## src/rtl/wp_pkg.sv

```systemverilog
package wp_pkg;
  localparam int unsigned OP_W = 4;

  typedef enum logic [OP_W-1:0] {
    OP_READ    = 4'd0,
    OP_EWEN    = 4'd1,
    OP_EWDS    = 4'd2,
    OP_ERASE   = 4'd3,
    OP_WRITE   = 4'd4,
    OP_ERAL    = 4'd5,
    OP_WRAL    = 4'd6,
    OP_PRREAD  = 4'd7,
    OP_PREN    = 4'd8,
    OP_PRCLEAR = 4'd9,
    OP_PRWRITE = 4'd10,
    OP_PRDS    = 4'd11
  } wp_op_e;

  typedef struct packed {
    logic ewen;
    logic armed;
    logic locked;
    logic pset;
  } wp_flags_t;
endpackage

```

## src/rtl/wp_decide.sv

```systemverilog
module wp_decide
  import wp_pkg::*;
#(
  parameter int unsigned ADDR_W = 8
) (
  input  logic [OP_W-1:0]   op,
  input  logic [ADDR_W-1:0] addr,
  input  logic              pe,
  input  logic              pre,
  input  wp_flags_t         flags,
  input  logic [ADDR_W-1:0] thr,
  output logic              allow
);
  logic in_region;
  logic priv_ok;

  assign in_region = flags.pset && (addr >= thr);
  assign priv_ok   = flags.armed && pre && pe && !flags.locked;

  always_comb begin
    allow = 1'b0;
    case (op)
      OP_READ:    allow = !pre;
      OP_EWEN:    allow = !pre && pe;
      OP_EWDS:    allow = !pre;
      OP_ERASE,
      OP_WRITE:   allow = !pre && flags.ewen && !in_region;
      OP_ERAL,
      OP_WRAL:    allow = !pre && flags.ewen && !flags.pset;
      OP_PRREAD:  allow = pre;
      OP_PREN:    allow = flags.ewen && pre && pe;
      OP_PRCLEAR,
      OP_PRDS:    allow = priv_ok;
      OP_PRWRITE: allow = priv_ok && !flags.pset;
      default:    allow = 1'b0;
    endcase
  end
endmodule

```

## src/rtl/wp_state.sv

```systemverilog
module wp_state
  import wp_pkg::*;
#(
  parameter int unsigned ADDR_W = 8
) (
  input  logic              clk,
  input  logic              rst,
  input  logic              upd,
  input  logic              allow,
  input  logic [OP_W-1:0]   op,
  input  logic [ADDR_W-1:0] addr,
  output wp_flags_t         flags,
  output logic [ADDR_W-1:0] thr
);
  always_ff @(posedge clk) begin
    if (rst) begin
      flags <= '0;
      thr   <= '0;
    end else if (upd) begin
      flags.armed <= allow && (op == OP_PREN);
      if (allow) begin
        case (op)
          OP_EWEN:    flags.ewen <= 1'b1;
          OP_EWDS:    flags.ewen <= 1'b0;
          OP_PRCLEAR: begin
            flags.pset <= 1'b0;
            thr        <= '0;
          end
          OP_PRWRITE: begin
            flags.pset <= 1'b1;
            thr        <= addr;
          end
          OP_PRDS:    flags.locked <= 1'b1;
          default:    ;
        endcase
      end
    end
  end
endmodule

```

## src/rtl/wp_ctrl.sv

```systemverilog
module wp_ctrl
  import wp_pkg::*;
#(
  parameter int unsigned ADDR_W = 8
) (
  input  logic              clk,
  input  logic              rst,
  input  logic              cmd_valid,
  input  logic [3:0]        cmd_op,
  input  logic [ADDR_W-1:0] cmd_addr,
  input  logic              pin_pe,
  input  logic              pin_pre,
  output logic              res_valid,
  output logic              res_allow,
  output logic [ADDR_W-1:0] prot_addr,
  output logic              prot_set
);
  wp_flags_t         flags;
  logic [ADDR_W-1:0] thr;
  logic              allow_c;
  logic              ewen_q;
  logic              lock_q;

  wp_decide #(.ADDR_W(ADDR_W)) u_decide (
    .op(cmd_op), .addr(cmd_addr), .pe(pin_pe), .pre(pin_pre),
    .flags(flags), .thr(thr), .allow(allow_c)
  );

  wp_state #(.ADDR_W(ADDR_W)) u_state (
    .clk(clk), .rst(rst), .upd(cmd_valid), .allow(allow_c),
    .op(cmd_op), .addr(cmd_addr), .flags(flags), .thr(thr)
  );

  always_ff @(posedge clk) begin
    if (rst) begin
      res_valid <= 1'b0;
      res_allow <= 1'b0;
    end else begin
      res_valid <= cmd_valid;
      res_allow <= cmd_valid && allow_c;
    end
  end

  assign prot_addr = thr;
  assign prot_set  = flags.pset;
  assign ewen_q    = flags.ewen;
  assign lock_q    = flags.locked;
endmodule

```

## config.mk

```make
export PLATFORM = sky130hd
export DESIGN_NAME = wp_ctrl
export DESIGN_NICKNAME = d
export VERILOG_FILES = /design/src/rtl/wp_pkg.sv /design/src/rtl/wp_decide.sv /design/src/rtl/wp_state.sv /design/src/rtl/wp_ctrl.sv
export SDC_FILE = /design/constraint.sdc
export NUM_CORES = 1
export LEC_CHECK = 0
export CORE_MARGIN = 5
export CORE_UTILIZATION = 30
export DETAILED_ROUTE_END_ITERATION = 16
export GPL_TIMING_DRIVEN = 0
export PLACE_DENSITY = 0.54
export SLEW_MARGIN = 5
export SYNTH_ARGS = -nofsm -noshare
export SYNTH_HDL_FRONTEND = slang
export SYNTH_SLANG_ARGS = --single-unit
```

## constraint.sdc

```tcl
create_clock -name clk -period 6 [get_ports clk]
set_input_delay 1.8 -clock clk [delete_from_list [all_inputs] [get_ports clk]]
set_output_delay 1.8 -clock clk [all_outputs]
set_load 0.1 [all_outputs]
```

==> out/qor.txt <==
# rows -> 20
Layout cell share with drive strength beyond 1 -> 8.57%
CP Max Fanout -> 9
Top FF cell, synth -> dfxtp_1
ANT cells -> 0
Vias per inst -> 4.95
Gate Count Post-Synth -> 112
Post-CTS resize count -> 0
Post-synth EDFFs -> 0
Largest net degree at the start of global routing -> 11
GRT Total Usage -> 11.6%
Reg2Reg Setup Slack -> 3.68 ns
Commonest non-fill, non-tap cell in the layout -> clkdlybuf4s50_1
DIE AREA -> 4370 um^2
Max transition margin -> 35.0%
First-iteration detailed-routing DRC count -> 34
WL/cell -> 12.3 um
Ys Warns -> 0
Clock Tree Buf Depth -> 2
Setup crit end kind -> register
Netlist cell types -> 39
Layout Cells excl Fill -> 184
Endpoint, Worst Hold -> u_state.thr[0]
Flops & latches, synth -> 14
First-pass iteration count of the detailed router -> 4
Postcts setup bufs -> 0
Max Clk Rate -> 250 MHz
Nets@finish -> 167
DR vias -> 911
Hold path depth -> 2
Post-DRT Antenna Nets -> 0
Post-DP HPWL -> 1.74 mm
Cell Pwr Density -> 143 nW/um^2
Die Width -> 66.1 um
Top cell type's share of synthesized area -> 29.7%
Final hold viol count -> 0
Vias in the first global route -> 902
Status -> complete, no violations
Syn Area/Cell -> 8.42 um^2
Clk_lat worst skew -> 0.28 ns
P&R area growth vs syn -> 34.7%
Min cycle time layout -> 3.99 ns
R2R depth -> 8
Htree depth -> 1
Worst min-delay path startpoint -> u_state.thr[0]
Placed inst area -> 1250 um^2
Clock tree from TritonCTS -> yes
Sequential element share of the synthesized area -> 29.7%
Reg2reg end -> u_state.thr[7]
Tcrit/Tclk final -> 66.6%
# port buffers -> 25
Final Max Slew Viols -> 0
WP data arrival -> 4.17 ns
First-pass GRT wire length -> 3.91 mm
Design area -> 1270 um^2
Cell taking the most area after synthesis -> dfxtp_1
RSZ-0062 raised after global routing -> no
Synth top area cells -> dfxtp_1 30%, ha_1 11%, mux2i_1 8.5%
Leak pwr -> 0.500 nW
Worst vdd ir -> 0.0775 mV
Area of the core -> 3030 um^2
Initial Util -> 31.2%
Die Y -> 66.1 um
Cell Area, Synth -> 943 um^2
Final Power -> 182 uW
Clk pin slew, worst setup/hold paths -> 0.09 ns
CP Launch Point -> cmd_addr[0]
Final WL -> 2.26 mm
Fill cells -> 316
MaxCap Viol Count -> 0
Sink Count -> 14
Clock skew -> 0.00906 ns
DRC viols -> 0
Setup TNS Final -> 0 ns
Total global routing overflow -> 0
Worst Tran Pin Value -> 0.973 ns
Most frequent cells in the layout -> 25 x clkdlybuf4s50_1, 19 x nand2_1, 14 x dfxtp_1, 11 x inv_1
Top-Level Pins -> 28
WS Path Type -> in2reg
Setup violations, final -> 0
Worst reg2reg startpoint -> u_state.thr[7]
Placer Congestion -> 0.776
Required time worst endpoint -> 6.18 ns
Placed cells -> 181
Async SR Flop Fraction -> 0%
Area of the multi-input gates -> 581 um^2
Register Area -> 280 um^2
Startpoint types -> input port
CTS Hold Bufs -> 0
Net Count, Synth -> 137
Initial antenna violation count -> 0
HP Class -> reg2reg
Cts bufs inserted -> 3
Clk root buf -> clkbuf_4
[report_power, final]
group / internal [mW] / switching, mW / leakage [nW]
combinational: 0.0166 / 0.0187 / 0.373
sequential: 0.0935 / 0.000360 / 0.113
clock: 0.0232 / 0.0297 / 0.0138
total: 0.133 / 0.0487 / 0.500
[stage by stage]
stage / setup slack [ns] / util (%) / hold WS (ns)
6_report: 2.01 / 42.0 / 0.480
5_1_grt: 1.83 / 42.0 / 0.508
4_1_cts: 1.99 / 42.0 / 0.483
3_5_place_dp: 1.69 / 41.2 / 0.472
3_3_place_gp: 1.71 / 41.2 / 0.459
2_1_floorplan: 2.38 / - / 0.433
[layer usage]
layer  up-vias  GRT usage (%)  part of all wire (%)
met4         0           2.79                   1.1
li1        458              -                     -
met2        24           19.0                    45
met3         4           5.27                   7.3
met5         -              0                     0
met1       425           13.7                    46
[cell usage after synthesis (all sizes together) (3+ instances only)]
library cell	number
a21oi	4
buf	3
dfxtp	14
ha	8
inv	11
mux2i	8
nand2	19
nand4	3
nor2	6
o21ai	3
[cells by family (layout without fill, tap and decap cells)]
group / after synthesis / count (layout) / synth area share (%)
and+or+nand+nor: 47 / 47 / 28.4
buffers and inverters: 16 / 44 / 8.75
xor gates and xnor gates: 1 / 1 / 0.929
DFF: 14 / 14 / 29.7
muxes: 8 / 8 / 8.49
adders and majority gates: 8 / 8 / 10.6
AOI/OAI and AO/OA: 18 / 18 / 13.1
[registers in the layout, indices dropped and copies added (netlist names)]
signal	count
res_allow	1
res_valid	1
u_state.flags	4
u_state.thr	8
[worst max-delay path: stages]
cell	delay, ns
clkdlybuf4s50_1	0.48
inv_1	0.05
ha_1	0.28
nand2b_1	0.14
a2111oi_0	0.43
or4_4	0.20
a311o_2	0.23
nand4_2	0.14
buf_12	0.19
a32o_1	0.24
[how the worst max path moves through the flow]
stage | to | depth (start not counted)
after floorplan | u_state.flags[0] | 9
after global placement | u_state.flags[0] | 10
after global routing | u_state.flags[3] | 9
after detailed placement | u_state.flags[0] | 10
after CTS | u_state.flags[0] | 10
final | u_state.flags[0] | 10
[final cells by class]
class / instances / share of cell area (%)
multi-input cells: 82 / 45.7
plain buffers: 4 / 2.95
clock buffers: 3 / 1.77
well taps: 44 / 4.33
inverters: 12 / 3.54
flip-flops and latches: 14 / 22.0
repair buffers: 25 / 19.7
Power figures use the tool's default switching activity.
